## src/rtl/pcm_ser_pkg.sv

```systemverilog
package pcm_ser_pkg;
  localparam logic [2:0] MODE_BYPASS = 3'b110;
  localparam int unsigned MCLK_PER_BCLK_256 = 4;
  localparam int unsigned MCLK_PER_BCLK_384 = 6;

  typedef struct packed {
    logic sd;
    logic bclk;
    logic ws;
    logic mclk;
  } ser_pins_t;
endpackage

```

## src/rtl/pcm_clk_div.sv

```systemverilog
module pcm_clk_div #(
  parameter int unsigned MCLK_HALF = 1
) (
  input  logic clk,
  input  logic rst,
  input  logic sel_384_i,
  output logic mclk_o,
  output logic bclk_o,
  output logic bclk_fall_o
);
  import pcm_ser_pkg::*;

  localparam int unsigned CW = (MCLK_HALF > 1) ? $clog2(MCLK_HALF) : 1;
  localparam logic [CW-1:0] CNT_LAST = CW'(MCLK_HALF - 1);
  // bit-clock half period counted in master-clock toggles
  localparam logic [2:0] EDGE_LAST_256 = 3'(MCLK_PER_BCLK_256 - 1);
  localparam logic [2:0] EDGE_LAST_384 = 3'(MCLK_PER_BCLK_384 - 1);

  logic [CW-1:0] cnt_q;
  logic [2:0]    edge_q;
  logic [2:0]    edge_last;
  logic          half_wrap;

  assign edge_last   = sel_384_i ? EDGE_LAST_384 : EDGE_LAST_256;
  assign half_wrap   = (cnt_q == CNT_LAST) && (edge_q >= edge_last);
  assign bclk_fall_o = half_wrap && bclk_o;

  always_ff @(posedge clk) begin
    if (rst) begin
      cnt_q  <= '0;
      edge_q <= '0;
      mclk_o <= 1'b0;
      bclk_o <= 1'b0;
    end else if (cnt_q == CNT_LAST) begin
      cnt_q  <= '0;
      mclk_o <= ~mclk_o;
      if (edge_q >= edge_last) begin
        edge_q <= '0;
        bclk_o <= ~bclk_o;
      end else begin
        edge_q <= edge_q + 3'd1;
      end
    end else begin
      cnt_q <= cnt_q + CW'(1);
    end
  end
endmodule

```

## src/rtl/pcm_gain_ramp.sv

```systemverilog
module pcm_gain_ramp #(
  parameter int unsigned GAIN_W    = 8,
  parameter int unsigned GAIN_STEP = 32
) (
  input  logic              clk,
  input  logic              rst,
  input  logic              frame_tick_i,
  input  logic              mute_req_i,
  output logic [GAIN_W:0]   gain_o,
  output logic [GAIN_W:0]   gain_next_o,
  output logic              muted_o
);
  localparam logic [GAIN_W:0] FULL_V = (GAIN_W+1)'(1) << GAIN_W;
  localparam logic [GAIN_W:0] STEP_V = (GAIN_W+1)'(GAIN_STEP);

  always_comb begin
    if (mute_req_i)
      gain_next_o = (gain_o > STEP_V) ? (gain_o - STEP_V) : '0;
    else
      gain_next_o = (gain_o < (FULL_V - STEP_V)) ? (gain_o + STEP_V) : FULL_V;
  end

  always_ff @(posedge clk) begin
    if (rst) begin
      gain_o  <= FULL_V;
      muted_o <= 1'b0;
    end else if (frame_tick_i) begin
      gain_o  <= gain_next_o;
      muted_o <= (gain_next_o != FULL_V);
    end
  end
endmodule

```

## src/rtl/pcm_scale.sv

```systemverilog
module pcm_scale #(
  parameter int unsigned SAMPLE_W = 16,
  parameter int unsigned GAIN_W   = 8
) (
  input  logic [SAMPLE_W-1:0] sample_i,
  input  logic [GAIN_W:0]     gain_i,
  output logic [SAMPLE_W-1:0] scaled_o
);
  localparam int unsigned PW = SAMPLE_W + GAIN_W + 2;

  logic signed [PW-1:0] prod;
  logic signed [PW-1:0] shifted;

  always_comb begin
    prod     = PW'($signed(sample_i)) * PW'($signed({1'b0, gain_i}));
    shifted  = prod >>> GAIN_W;
    scaled_o = shifted[SAMPLE_W-1:0];
  end
endmodule

```

## src/rtl/pcm_frame_ser.sv

```systemverilog
module pcm_frame_ser #(
  parameter int unsigned SAMPLE_W = 16,
  parameter int unsigned SLOT_W   = 32
) (
  input  logic                clk,
  input  logic                rst,
  input  logic                bclk_fall_i,
  input  logic                invert_i,
  input  logic [SAMPLE_W-1:0] left_i,
  input  logic [SAMPLE_W-1:0] right_i,
  output logic                frame_start_o,
  output logic                sd_o,
  output logic                ws_o
);
  localparam int unsigned PW = $clog2(2 * SLOT_W);
  localparam logic [PW-1:0] POS_LAST = PW'(2 * SLOT_W - 1);

  logic [PW-1:0]       pos_q;
  logic [PW-1:0]       pos_n;
  logic [PW-2:0]       in_slot;
  logic                right_slot;
  logic [SAMPLE_W-1:0] shreg_q;
  logic [SAMPLE_W-1:0] right_hold_q;

  assign pos_n         = (pos_q == POS_LAST) ? '0 : pos_q + PW'(1);
  assign in_slot       = pos_n[PW-2:0];
  assign right_slot    = pos_n[PW-1];
  assign frame_start_o = bclk_fall_i && (pos_q == POS_LAST);

  always_ff @(posedge clk) begin
    if (rst) begin
      pos_q        <= POS_LAST;
      shreg_q      <= '0;
      right_hold_q <= '0;
      sd_o         <= 1'b0;
      ws_o         <= 1'b0;
    end else if (bclk_fall_i) begin
      pos_q <= pos_n;
      ws_o  <= ~right_slot ^ invert_i;
      if (in_slot == '0) begin
        sd_o    <= 1'b0;
        shreg_q <= right_slot ? right_hold_q : left_i;
        if (!right_slot)
          right_hold_q <= right_i;
      end else begin
        sd_o    <= shreg_q[SAMPLE_W-1];
        shreg_q <= {shreg_q[SAMPLE_W-2:0], 1'b0};
      end
    end
  end
endmodule

```

## src/rtl/pcm_dac_serializer.sv

```systemverilog
module pcm_dac_serializer #(
  parameter int unsigned SAMPLE_W  = 16,
  parameter int unsigned SLOT_W    = 32,
  parameter int unsigned GAIN_W    = 8,
  parameter int unsigned GAIN_STEP = 32,
  parameter int unsigned MCLK_HALF = 1
) (
  input  logic                clk,
  input  logic                rst,
  input  logic [SAMPLE_W-1:0] pcm_left_i,
  input  logic [SAMPLE_W-1:0] pcm_right_i,
  input  logic                pcm_valid_i,
  input  logic                sel_384_i,
  input  logic                ws_invert_i,
  input  logic                user_mute_i,
  input  logic                err_mute_en_i,
  input  logic                dec_error_i,
  input  logic [2:0]          dec_mode_i,
  input  logic                byp_sd_i,
  input  logic                byp_bclk_i,
  input  logic                byp_ws_i,
  input  logic                byp_mclk_i,
  output logic                dac_sd_o,
  output logic                dac_bclk_o,
  output logic                dac_ws_o,
  output logic                dac_mclk_o,
  output logic                mute_status_o
);
  import pcm_ser_pkg::*;

  localparam int unsigned NCH = 2;

  logic [SAMPLE_W-1:0] pend_q   [NCH];
  logic [SAMPLE_W-1:0] scaled   [NCH];
  logic [SAMPLE_W-1:0] pcm_in   [NCH];
  logic [GAIN_W:0]     gain_q;
  logic [GAIN_W:0]     gain_next;
  logic                mute_req;
  logic                frame_start;
  logic                int_mclk, int_bclk, bclk_fall, int_sd, int_ws;
  ser_pins_t           int_pins, byp_pins, out_q;

  assign pcm_in[0] = pcm_left_i;
  assign pcm_in[1] = pcm_right_i;
  assign mute_req  = user_mute_i | (err_mute_en_i & dec_error_i);

  generate
    for (genvar ch = 0; ch < NCH; ch++) begin : g_chan
      always_ff @(posedge clk) begin
        if (rst)
          pend_q[ch] <= '0;
        else if (pcm_valid_i)
          pend_q[ch] <= pcm_in[ch];
      end

      pcm_scale #(.SAMPLE_W(SAMPLE_W), .GAIN_W(GAIN_W)) u_scale (
        .sample_i (pend_q[ch]),
        .gain_i   (gain_next),
        .scaled_o (scaled[ch])
      );
    end
  endgenerate

  pcm_clk_div #(.MCLK_HALF(MCLK_HALF)) u_clk (
    .clk         (clk),
    .rst         (rst),
    .sel_384_i   (sel_384_i),
    .mclk_o      (int_mclk),
    .bclk_o      (int_bclk),
    .bclk_fall_o (bclk_fall)
  );

  pcm_gain_ramp #(.GAIN_W(GAIN_W), .GAIN_STEP(GAIN_STEP)) u_gain (
    .clk          (clk),
    .rst          (rst),
    .frame_tick_i (frame_start),
    .mute_req_i   (mute_req),
    .gain_o       (gain_q),
    .gain_next_o  (gain_next),
    .muted_o      (mute_status_o)
  );

  pcm_frame_ser #(.SAMPLE_W(SAMPLE_W), .SLOT_W(SLOT_W)) u_ser (
    .clk           (clk),
    .rst           (rst),
    .bclk_fall_i   (bclk_fall),
    .invert_i      (ws_invert_i),
    .left_i        (scaled[0]),
    .right_i       (scaled[1]),
    .frame_start_o (frame_start),
    .sd_o          (int_sd),
    .ws_o          (int_ws)
  );

  // internal bit clock register falls in the same cycle the serializer updates
  assign int_pins = '{sd: int_sd, bclk: int_bclk, ws: int_ws, mclk: int_mclk};
  assign byp_pins = '{sd: byp_sd_i, bclk: byp_bclk_i, ws: byp_ws_i, mclk: byp_mclk_i};

  always_ff @(posedge clk) begin
    if (rst)
      out_q <= '0;
    else if (dec_mode_i == MODE_BYPASS)
      out_q <= byp_pins;
    else
      out_q <= int_pins;
  end

  assign dac_sd_o   = out_q.sd;
  assign dac_bclk_o = out_q.bclk;
  assign dac_ws_o   = out_q.ws;
  assign dac_mclk_o = out_q.mclk;
endmodule

```

## config.mk

```make
export PLATFORM = sky130hd
export DESIGN_NAME = pcm_dac_serializer
export DESIGN_NICKNAME = d
export VERILOG_FILES = /design/src/rtl/pcm_ser_pkg.sv /design/src/rtl/pcm_clk_div.sv /design/src/rtl/pcm_gain_ramp.sv /design/src/rtl/pcm_scale.sv /design/src/rtl/pcm_frame_ser.sv /design/src/rtl/pcm_dac_serializer.sv
export SDC_FILE = /design/constraint.sdc
export NUM_CORES = 1
export LEC_CHECK = 0
export BUFFER_PORTS_ARGS = -buffer_cell sky130_fd_sc_hd__clkbuf_2
export CORE_AREA = 5 5 183 185
export CTS_CLUSTER_SIZE = 14
export DETAILED_ROUTE_END_ITERATION = 16
export DIE_AREA = 0 0 188 190
export SYNTH_ARGS = -nofsm -noshare
export SYNTH_HDL_FRONTEND = slang
export SYNTH_SLANG_ARGS = --single-unit
export TNS_END_PERCENT = 50
```

## constraint.sdc

```tcl
create_clock -name clk -period 13.49 [get_ports clk]
set_input_delay 0 -clock clk [delete_from_list [all_inputs] [get_ports clk]]
set_output_delay 0 -clock clk [all_outputs]
set_load 0.02 [all_outputs]
```

==> run summary, run 1 <==
Fin Clk Skew: 0.01538 ns
FILL cells: 3102
final setup fails: 0
relative slew slack: 0.2075
Yosys cell types: 66
ratio of cells with drive above 1 in the final layout: 0.06246
DRC: 0
GRT Overall Usage: 0.1936
Seq/Total Area, Yosys: 0.1584
Antenna Cells: 0
Mean Syn Cell Area: 9.057 um^2
prevailing post-synth register cell: dfxtp_1
Min Clock Period, post-route: 7.896 ns
Design Area, Final: 14950 um^2
Worst Hold Class: input port to register
r2r endpoint: u_ser.shreg_q[5]
CP endpoint kind: register
Seq pwr share: 0.291
power per cell area: 74.33 nW/um^2
Post-synth EDFFs: 32
part of the cycle the worst path needs: 0.5853
Setup TNS Final: 0 ns
Peak VDD IR: 0.00006212 V
root buffer cell: clkbuf_16
CTS tree: done
clock power share: 0.243
RSZ-0062 raised after global routing: false
Final Power: 1.111 mW
H-tree depth: 3
worst setup margin: 5.594 ns
CORE AREA: 31880 um^2
crit path kind: register to register
HPWL after detailed placement: 24.83 mm
Hold Path Depth: 4
Die X: 188 um
HP Start: dec_mode_i[2]
Startpoint Class: register
clock buffer depth: 2
Post-synth ARST share: 0
routed len/inst: 16.45 um
fin. max-slew vios: 0
commonest cells after routing, fill and taps aside: inv_1, fa_1, nand2_1, and2_1, ha_1
die area: 35720 um^2
number of clock sinks: 92
first-pass GRT wire length: 55.80 mm
Worst Path Arrival: 8.22 ns
PortBufs: 51
Rows: 66
final net count: 1931
dpl ws: 5.696 ns
maxcap violations: 0
Initial Utilization: 0.4282
Leak: 7.592 nW
Req. time, crit path: 13.81 ns
largest net degree at the start of global routing: 50
Post-Syn Area: 13650 um^2
combinational share of power: 0.466
initial DRC count: 465
Routed WL: 32.27 mm
Slew @ Worst Pin: 1.189 ns
Switch Pwr: 0.4532 mW
synthesized flop and latch total: 92
detailed-route via count: 10240
flop-to-flop setup slack: 5.59 ns
io pins: 52
Area growth syn-to-layout: 9.533%
switching share of power: 0.4078
CTS clk-pin slew, worst paths: 0.08 ns
yosys warns: 0
Power Internal: 0.6582 mW
status: finished clean
clock latency on the worst-skew pair: 0.38 ns
gp weighted congestion: 0.8542
r2r startpoint: u_gain.gain_o[5]
hold path endpoint: dac_sd_o
fmax: 126.6 MHz
GRT overflow: 0
Via density: 5.220
CP Max Fanout: 49
commonest non-fill, non-tap cell in the layout: inv_1
Placed Instance Area: 14270 um^2
drt pass-1 iters: 5
ANT nets after route: 0
Die H: 190 um
syn_nets: 1890
Fin. Hold Viols: 0
Worst R2R Path Depth: 25
vias in the first global route: 11110
Num CTS Buffers: 9
post-layout util: 0.4690
synthesized instance count: 1507
initial antenna violation count: 1
==> worst max-delay path: stages (launching register included) <==
cell and delay (ns):
dfxtp_1 0.46, inv_1 0.07, ha_1 0.22, nor3b_2 0.20, mux2i_4 0.15, buf_4 0.42
and2_1 1.00, nand2_1 0.22, fa_1 0.58, inv_1 0.05, fa_1 0.47, fa_1 0.50
fa_1 0.51, inv_1 0.06, fa_1 0.47, inv_1 0.04, ha_1 0.37, a21o_1 0.23
a21oi_1 0.24, o21ai_0 0.14, or3b_1 0.39, and2_4 0.18, a21oi_2 0.14, xor2_1 0.08
a2111oi_1 0.43, a311o_1 0.17
==> synthesized netlist by cell type, types with 16 or more instances <==
| cell | instances | share of area |
|---|---|---|
| fa_1 | 228 | 0.33 |
| xnor2_1 | 39 | 0.025 |
| nor2_1 | 45 | 0.012 |
| xor2_1 | 16 | 0.010 |
| edfxtp_1 | 32 | 0.070 |
| ha_1 | 108 | 0.099 |
| and3_1 | 51 | 0.023 |
| nand2_1 | 192 | 0.053 |
| and2_1 | 157 | 0.072 |
| clkbuf_1 | 52 | 0.014 |
| dfxtp_1 | 60 | 0.088 |
| o21ai_0 | 23 | 0.0084 |
| a21oi_1 | 56 | 0.021 |
| nor3_1 | 19 | 0.0070 |
| inv_1 | 264 | 0.073 |
==> routing by layer <==
metal	track usage	vias up	share of wire
met5	0	-	0
met4	0.06861	0	0.028
met3	0.03761	54	0.050
met2	0.3382	225	0.50
met1	0.2399	5126	0.42
li1	-	4832	-
==> state kept, by name, summed over array words and instances (netlist names) <==
register,flops
dac_bclk_o,1
dac_mclk_o,1
dac_sd_o,1
dac_ws_o,1
pend_q,32
u_clk.bclk_o,1
u_clk.cnt_q,1
u_clk.edge_q,3
u_clk.mclk_o,1
u_gain.gain_o,9
u_gain.muted_o,1
u_ser.pos_q,6
u_ser.right_hold_q,16
u_ser.sd_o,1
u_ser.shreg_q,16
u_ser.ws_o,1
==> kinds of logic (layout without fill, tap and decap cells) <==
logic type	after synthesis	count (layout)	synth area share
AND/OR/NAND/NOR	511	511	0.1912
adder cells (fa/ha/maj)	336	336	0.4334
buffers and inverters	332	378	0.09231
AO/OA/AOI/OAI	171	171	0.08250
flip-flops	92	92	0.1584
XOR/XNOR	55	55	0.03529
multiplexers	9	9	0.006600
other	1	1	0.0002747
==> worst max-delay path by stage <==
| stage | slack, ns | startpoint | endpoint |
|---|---|---|---|
| after floorplan | 6.64 | u_gain.gain_o[5] | u_ser.shreg_q[5] |
| after global placement | 5.92 | u_gain.gain_o[5] | u_ser.shreg_q[15] |
| after detailed placement | 5.70 | u_gain.gain_o[5] | u_ser.shreg_q[15] |
| after CTS | 5.67 | u_gain.gain_o[5] | u_ser.shreg_q[5] |
| after global routing | 5.11 | u_gain.gain_o[5] | u_ser.shreg_q[15] |
| final | 5.59 | u_gain.gain_o[5] | u_ser.shreg_q[5] |
==> power groups by stage <==
stage | registers [mW] | logic (mW) | clock network (mW)
floorplan | 0.314 | 0.399 | 0
global placement | 0.330 | 0.504 | 0
detailed placement | 0.330 | 0.514 | 0
CTS | 0.323 | 0.526 | 0.282
global route | 0.326 | 0.605 | 0.290
finish | 0.324 | 0.518 | 0.270
==> repair_timing <==
item / in CTS / in global routing
hold endpoints to repair: 37 / 0
resized for setup: 0 / 0
buffers inserted: 0 / 0
hold buffers: 37 / 0
==> stage by stage <==
step	hold slack [ns]	std cells
2_1_floorplan	0.1439	1507
3_3_place_gp	0.2475	1908
3_5_place_dp	0.2410	1908
4_1_cts	0.1180	1961
5_1_grt	0.1744	1961
6_report	0.1531	1961
==> area by class of cell <==
class	count	area [um^2]	area share
clock buffer	9	225.2	0.01506
tap	408	510.5	0.03415
timing repair buffer	98	700.7	0.04687
inverter	264	991.0	0.06628
clock inverter	7	86.33	0.005775
multi-input combinational	1083	10270	0.6873
sequential	92	2162	0.1446
(Power assumes the default switching activity.)
==> run 2, diff against run 1 <==
--- a/config.mk
+++ b/config.mk
@@ -5,11 +5,12 @@
 export SDC_FILE = /design/constraint.sdc
 export NUM_CORES = 1
 export LEC_CHECK = 0
+export ABC_AREA = 1
 export BUFFER_PORTS_ARGS = -buffer_cell sky130_fd_sc_hd__clkbuf_2
-export CORE_AREA = 5 5 183 185
+export CORE_AREA = 5 5 186 188
 export CTS_CLUSTER_SIZE = 14
 export DETAILED_ROUTE_END_ITERATION = 16
-export DIE_AREA = 0 0 188 190
+export DIE_AREA = 0 0 191 193
 export SYNTH_ARGS = -nofsm -noshare
 export SYNTH_HDL_FRONTEND = slang
 export SYNTH_SLANG_ARGS = --single-unit
==> constraint.sdc (replaced) <==
create_clock -name clk -period 7.5 [get_ports clk]
set_input_delay 0 -clock clk [delete_from_list [all_inputs] [get_ports clk]]
set_output_delay 0 -clock clk [all_outputs]
set_load 0.02 [all_outputs]
==> run summary, run 2 <==
status: finished clean (unchanged)
Min Clock Period, post-route: 6.720 ns (was 7.896 ns)
Yosys cell types: 50 (was 66)
Req. time, crit path: 7.76 ns (was 13.81 ns)
worst path buffer plus inverter count: 8 (was 5)
highest-delay cell along the critical path: fa_1 (was and2_1)
Worst Setup SP: u_gain.gain_o[5] (unchanged)
Startpoint Class: register (unchanged)
CTS tree: done (unchanged)
Setup TNS Final: 0 ns (unchanged)
Post-synth ARST share: 0 (unchanged)
io pins: 52 (unchanged)
max reg flops: 32 (unchanged)
wl on met1: 15.61 mm (was 13.67 mm)
HPWL after detailed placement: 29.20 mm (was 24.83 mm)
Synth area leaders: fa_1, inv_1, ha_1, dfxtp_1, nand2_1 (was fa_1, ha_1, dfxtp_1, inv_1, and2_1)
Antenna Cells: 0 (unchanged)
CORE AREA: 32950 um^2 (was 31880 um^2)
GRT Overall Usage: 0.2127 (was 0.1936)
post-cts resize count: 0 (unchanged)
hold_ws: 0.02963 ns (was 0.1531 ns)
relative slew slack: 0.3005 (was 0.2075)
Num CTS Buffers: 9 (unchanged)
CTS clk-pin slew, worst paths: 0.07 ns (was 0.08 ns)
Critical Path End: u_ser.shreg_q[15] (was u_ser.shreg_q[5])
Leak: 8.165 nW (was 7.592 nW)
critical path's top delay family: adder cells (unchanged)
Routed WL: 36.58 mm (was 32.27 mm)
CP Max Fanout: 17 (was 49)
synthesized flop and latch total: 92 (unchanged)
DRC: 0 (unchanged)
commonest cells after routing, fill and taps aside: inv_1, nand2_1, nor2_1, fa_1, ha_1 (was inv_1, fa_1, nand2_1, and2_1, ha_1)
maxcap violations: 0 (unchanged)
Seq/Total Area, Yosys: 0.1534 (was 0.1584)
FILL cells: 3338 (was 3102)
Fin Clk Skew: 0.01105 ns (was 0.01538 ns)
DR WL met3: 1.646 mm (was 1.609 mm)
ratio of cells with drive above 1 in the final layout: 0.06919 (was 0.06246)
clock latency on the worst-skew pair: 0.37 ns (was 0.38 ns)
vias in the first global route: 12710 (was 11110)
part of the cycle the worst path needs: 0.8960 (was 0.5853)
Slew @ Worst Pin: 1.047 ns (was 1.189 ns)
number of clock sinks: 92 (unchanged)
die area: 36860 um^2 (was 35720 um^2)
syn_nets: 2187 (was 1890)
Post-Syn Area: 14100 um^2 (was 13650 um^2)
CP endpoint kind: register (unchanged)
Crit path largest cell delay: 0.65 ns (was 1.00 ns)
Worst Path Arrival: 6.98 ns (was 8.22 ns)
flop-to-flop setup slack: 0.78 ns (was 5.59 ns)
Peak VDD IR: 0.0001148 V (was 0.00006212 V)
GRT overflow: 0 (unchanged)
clock buffer depth: 2 (unchanged)
Die H: 193 um (was 190 um)
Die X: 191 um (was 188 um)
ANT nets after route: 0 (unchanged)
Initial Utilization: 0.4279 (was 0.4282)
r2r startpoint: u_gain.gain_o[5] (unchanged)
register area: 2162 um^2 (unchanged)
Rows: 67 (was 66)
dpl ws: 0.8207 ns (was 5.696 ns)
most frequent cell after synthesis: inv_1 (unchanged)
final net count: 2257 (was 1931)
post-layout util: 0.4712 (was 0.4690)
Worst Hold Class: input port to register (unchanged)
Area growth syn-to-layout: 10.12% (was 9.533%)
worst setup margin: 0.7799 ns (was 5.594 ns)
detailed-route via count: 11570 (was 10240)
Regs by FF count: pend_q x32, u_ser.right_hold_q x16, u_ser.shreg_q x16 (unchanged)
most frequent CP cell: inv_1 (was fa_1)
crit path kind: register to register (unchanged)
first-pass GRT wire length: 62.50 mm (was 55.80 mm)
PortBufs: 51 (unchanged)
metal2 WL: 18.32 mm (was 16.07 mm)
area of the multi-input gates: 10190 um^2 (was 10270 um^2)
RSZ-0062 raised after global routing: false (unchanged)
initial antenna violation count: 0 (was 1)
yosys warns: 0 (unchanged)
largest net degree at the start of global routing: 42 (was 50)
Levels on crit path: 27 (was 25)
Reg with most FFs: pend_q (unchanged)
prevailing post-synth register cell: dfxtp_1 (unchanged)
gp weighted congestion: 0.9252 (was 0.8542)
initial DRC count: 635 (was 465)
Via density: 4.971 (was 5.220)
Fin. Hold Viols: 0 (unchanged)
final setup fails: 0 (unchanged)
fin. max-slew vios: 0 (unchanged)
synthesized instance count: 1804 (was 1507)
post-synth top area cell: fa_1 (unchanged)
Post-synth EDFFs: 32 (unchanged)
Commonest cells post-synth: inv_1, nand2_1, nor2_1 (was inv_1, fa_1, nand2_1)
root buffer cell: clkbuf_16 (unchanged)
H-tree depth: 3 (unchanged)
commonest non-fill, non-tap cell in the layout: inv_1 (unchanged)
r2r endpoint: u_ser.shreg_q[15] (was u_ser.shreg_q[5])
fmax: 148.8 MHz (was 126.6 MHz)
Worst R2R Path Depth: 27 (was 25)
drt pass-1 iters: 5 (unchanged)
highest metal used: met4 (unchanged)
top cell type's share of synthesized area: 0.3237 (was 0.3344)
Mean Syn Cell Area: 7.815 um^2 (was 9.057 um^2)
routed len/inst: 15.72 um (was 16.45 um)
power per cell area: 143.6 nW/um^2 (was 74.33 nW/um^2)
==> run 2: changes by cell type in the layout (fill, tap and decap cells not counted), moves of 13 or more <==
| cell | change |
|---|---|
| inv_1 | +144 |
| and3_1 | -51 |
| nand3_1 | +43 |
| nand2_1 | +88 |
| and2_1 | -156 |
| a21oi_1 | +42 |
| nand2_2 | +13 |
| nor2_1 | +223 |
| o21ai_0 | +50 |
| xnor2_1 | -26 |
| o211ai_1 | -13 |
==> run 2: cells by family (layout without fill, tap and decap cells) <==
logic type	Yosys count	count (layout)	share of synthesized area
flip-flops	92	92	0.1534
AO/OA/AOI/OAI	215	215	0.08475
XOR/XNOR	27	27	0.01677
buffers and inverters	462	537	0.1244
AND/OR/NAND/NOR	671	671	0.2008
adder cells (fa/ha/maj)	336	336	0.4196
other	1	1	0.0002660
==> run 2: power by group <==
part	total [mW]	switching [mW]	internal, mW
Sequential	0.567	0.0301	0.537
Combinational	1.18	0.745	0.433
Clock	0.485	0.223	0.262
Total	2.23	0.998	1.23
==> run 2: worst min path at each step <==
stage                       start    endpoint  slack [ns]  depth (start not counted)
floorplan              byp_mclk_i  dac_mclk_o        0.13                          2
global placement       byp_mclk_i  dac_mclk_o        0.23                          3
detailed placement     byp_mclk_i  dac_mclk_o        0.25                          3
CTS                 dec_mode_i[0]    dac_sd_o       0.001                          4
global route        dec_mode_i[0]    dac_sd_o        0.05                          4
finish              dec_mode_i[0]    dac_sd_o        0.03                          4
==> run 2: timing repair <==
action,4_1_cts,5_1_grt
hold endpoints to repair,37,0
setup buffers,0,0
hold buffers,40,0
==> run 2: area by class of cell <==
class | count | area share
well taps | 448 | 0.03611
repair buffers | 103 | 0.04803
clock inverters | 6 | 0.004594
flip-flops and latches | 92 | 0.1393
clock buffers | 10 | 0.01475
multi-input cells | 1250 | 0.6562
inverters | 418 | 0.1011
==> run 2: metal layers <==
layer	vias up	GRT usage
li1	5593	-
met1	5685	0.2641
met2	238	0.3842
met3	52	0.02863
met4	0	0.07072
met5	-	0
==> run 2: worst register-to-register path: stages (launching register included) <==
cell and delay, ns:
dfxtp_1 0.37, inv_1 0.12, ha_1 0.28, nand3_4 0.14, nand2_1 0.17, nor2_2 0.25, buf_4 0.30, inv_1 0.19
nor2_1 0.20, inv_1 0.08, fa_1 0.65, inv_1 0.12, fa_1 0.49, inv_1 0.05, fa_1 0.56, fa_1 0.43
fa_1 0.51, inv_1 0.04, ha_1 0.33, inv_1 0.08, nor3_1 0.32, nand2_1 0.12, nor4_1 0.19, nand2_1 0.13
nand2_1 0.15, nor2_1 0.07, o21bai_1 0.15, a21oi_1 0.08
==> run 2: metrics by stage <==
stage,power [mW],instance area (um^2),std cells
3_5_place_dp,1.746,14820,2271
4_1_cts,2.259,15520,2327
2_1_floorplan,1.421,14100,1804
3_3_place_gp,1.735,14820,2271
5_1_grt,2.452,15520,2327
6_report,2.230,15520,2327
==> run 3, diff against run 2 <==
==> constraint.sdc (replaced) <==
create_clock -name clk -period 7.5 [get_ports clk]
set_input_delay 1.5 -clock clk [delete_from_list [all_inputs] [get_ports clk]]
set_output_delay 1.5 -clock clk [all_outputs]
set_load 0.02 [all_outputs]
==> run summary, run 3 (synthesized netlist as in run 2, its figures left out) <==
Reg with most FFs: pend_q (unchanged)
largest net degree at the start of global routing: 42 (unchanged)
Setup TNS Final: 0 ns (unchanged)
routed len/inst: 15.85 um (was 15.72 um)
Antenna Cells: 0 (unchanged)
final net count: 2249 (was 2257)
flop-to-flop setup slack: 1.16 ns (was 0.78 ns)
Routed WL: 36.76 mm (was 36.58 mm)
Startpoint Class: input port (was register)
Fin. Hold Viols: 0 (unchanged)
gp weighted congestion: 0.9232 (was 0.9252)
CP endpoint kind: register (unchanged)
fmax: 143.6 MHz (was 148.8 MHz)
ratio of cells with drive above 1 in the final layout: 0.08765 (was 0.06919)
Area growth syn-to-layout: 9.478% (was 10.12%)
number of clock sinks: 92 (unchanged)
CTS clk-pin slew, worst paths: 0.08 ns (was 0.07 ns)
register area: 2162 um^2 (unchanged)
commonest cells after routing, fill and taps aside: inv_1, nand2_1, nor2_1, fa_1, ha_1 (unchanged)
Fin Clk Skew: 0.01760 ns (was 0.01105 ns)
GRT overflow: 0 (unchanged)
max reg flops: 32 (unchanged)
Crit path largest cell delay: 0.66 ns (was 0.65 ns)
final setup fails: 0 (unchanged)
PortBufs: 51 (unchanged)
root buffer cell: clkbuf_16 (unchanged)
Hold Path Depth: 1 (was 4)
Initial Utilization: 0.4279 (unchanged)
Worst Setup SP: err_mute_en_i (was u_gain.gain_o[5])
commonest non-fill, non-tap cell in the layout: inv_1 (unchanged)
DRC: 0 (unchanged)
Regs by FF count: pend_q x32, u_ser.right_hold_q x16, u_ser.shreg_q x16 (unchanged)
Critical Path End: u_ser.shreg_q[15] (unchanged)
r2r endpoint: u_ser.shreg_q[15] (unchanged)
Peak VDD IR: 0.0001142 V (was 0.0001148 V)
Num CTS Buffers: 9 (unchanged)
CTS Hold Buffers Added: 0 (was 40)
Die H: 193 um (unchanged)
clock buffer depth: 2 (unchanged)
Worst Hold Class: register to register (was input port to register)
CORE AREA: 32950 um^2 (unchanged)
RSZ-0062 raised after global routing: false (unchanged)
status: finished clean (unchanged)
initial antenna violation count: 0 (unchanged)
Rows: 67 (unchanged)
dpl ws: 0.1049 ns (was 0.8207 ns)
Via density: 5.014 (was 4.971)
fin. max-slew vios: 0 (unchanged)
Worst R2R Path Depth: 27 (unchanged)
highest-delay cell along the critical path: fa_1 (unchanged)
worst setup margin: 0.5363 ns (was 0.7799 ns)
drt pass-1 iters: 5 (unchanged)
Slew @ Worst Pin: 1.138 ns (was 1.047 ns)
r2r startpoint: u_gain.gain_o[5] (unchanged)
CTS tree: done (unchanged)
H-tree depth: 3 (unchanged)
initial DRC count: 637 (was 635)
power per cell area: 151.0 nW/um^2 (was 143.6 nW/um^2)
FILL cells: 3347 (was 3338)
Worst Path Arrival: 7.23 ns (was 6.98 ns)
GRT Overall Usage: 0.2122 (was 0.2127)
vias in the first global route: 12270 (was 12710)
CP Max Fanout: 30 (was 17)
maxcap violations: 0 (unchanged)
detailed-route via count: 11630 (was 11570)
Min Clock Period, post-route: 6.964 ns (was 6.720 ns)
relative slew slack: 0.2395 (was 0.3005)
io pins: 52 (unchanged)
Die X: 191 um (unchanged)
area of the multi-input gates: 10190 um^2 (about the same)
part of the cycle the worst path needs: 0.9285 (was 0.8960)
Final Power: 2.330 mW (was 2.230 mW)
ANT nets after route: 0 (unchanged)
clock latency on the worst-skew pair: 0.39 ns (was 0.37 ns)
first-pass GRT wire length: 61.78 mm (was 62.50 mm)
Leak: 8.165 nW (about the same)
crit path kind: input port to register (was register to register)
HPWL after detailed placement: 29.82 mm (was 29.20 mm)
die area: 36860 um^2 (unchanged)
Req. time, crit path: 7.77 ns (was 7.76 ns)
[run 3: stage by stage]
| stage | instance area (um^2) | hold WS (ns) | cells | utilization |
|---|---|---|---|---|
| after floorplan | 14100 | 0.4171 | 1804 | - |
| after detailed placement | 15100 | 0.4427 | 2303 | 0.4584 |
| after CTS | 15430 | 0.4564 | 2319 | 0.4683 |
| after global routing | 15430 | 0.4774 | 2319 | 0.4685 |
| after global placement | 15100 | 0.4303 | 2303 | 0.4584 |
| final | 15430 | 0.4504 | 2319 | 0.4685 |
[run 3: how the worst min path moves through the flow]
stage,endpoint,from
2_1_floorplan,u_clk.mclk_o,u_clk.mclk_o
3_3_place_gp,u_clk.mclk_o,u_clk.mclk_o
3_5_place_dp,u_clk.mclk_o,u_clk.mclk_o
4_1_cts,u_clk.mclk_o,u_clk.mclk_o
5_1_grt,u_clk.mclk_o,u_clk.mclk_o
6_report,u_clk.mclk_o,u_clk.mclk_o
[run 3: worst max-delay path: cells and delay by family]
family	cells	cell delay (ns)
fa+ha+maj	6	3.03
simple gates	12	1.67
buf+inv	8	0.80
compound gates	2	0.24
[run 3: per-layer routing]
metal,share of wire,global-route usage
met5,0,0
met4,0.028,0.06492
met3,0.042,0.03187
met2,0.50,0.3835
met1,0.43,0.2633
[run 3: area by class of cell]
type | instances | area share
inverters | 418 | 0.1017
well taps | 448 | 0.03632
clock inverters | 7 | 0.006647
repair buffers | 95 | 0.04037
multi-input cells | 1250 | 0.6603
flip-flops and latches | 92 | 0.1401
clock buffers | 9 | 0.01459
[run 3: power by group]
part | switching (mW) | internal, mW
logic | 0.757 | 0.471
registers | 0.0315 | 0.537
clock network | 0.263 | 0.272
[run 3: what timing repair did]
action / 4_1_cts / 5_1_grt
setup buffers: 0 / 0
setup endpoints to repair: 0 / 1
gates resized for setup: 0 / 1
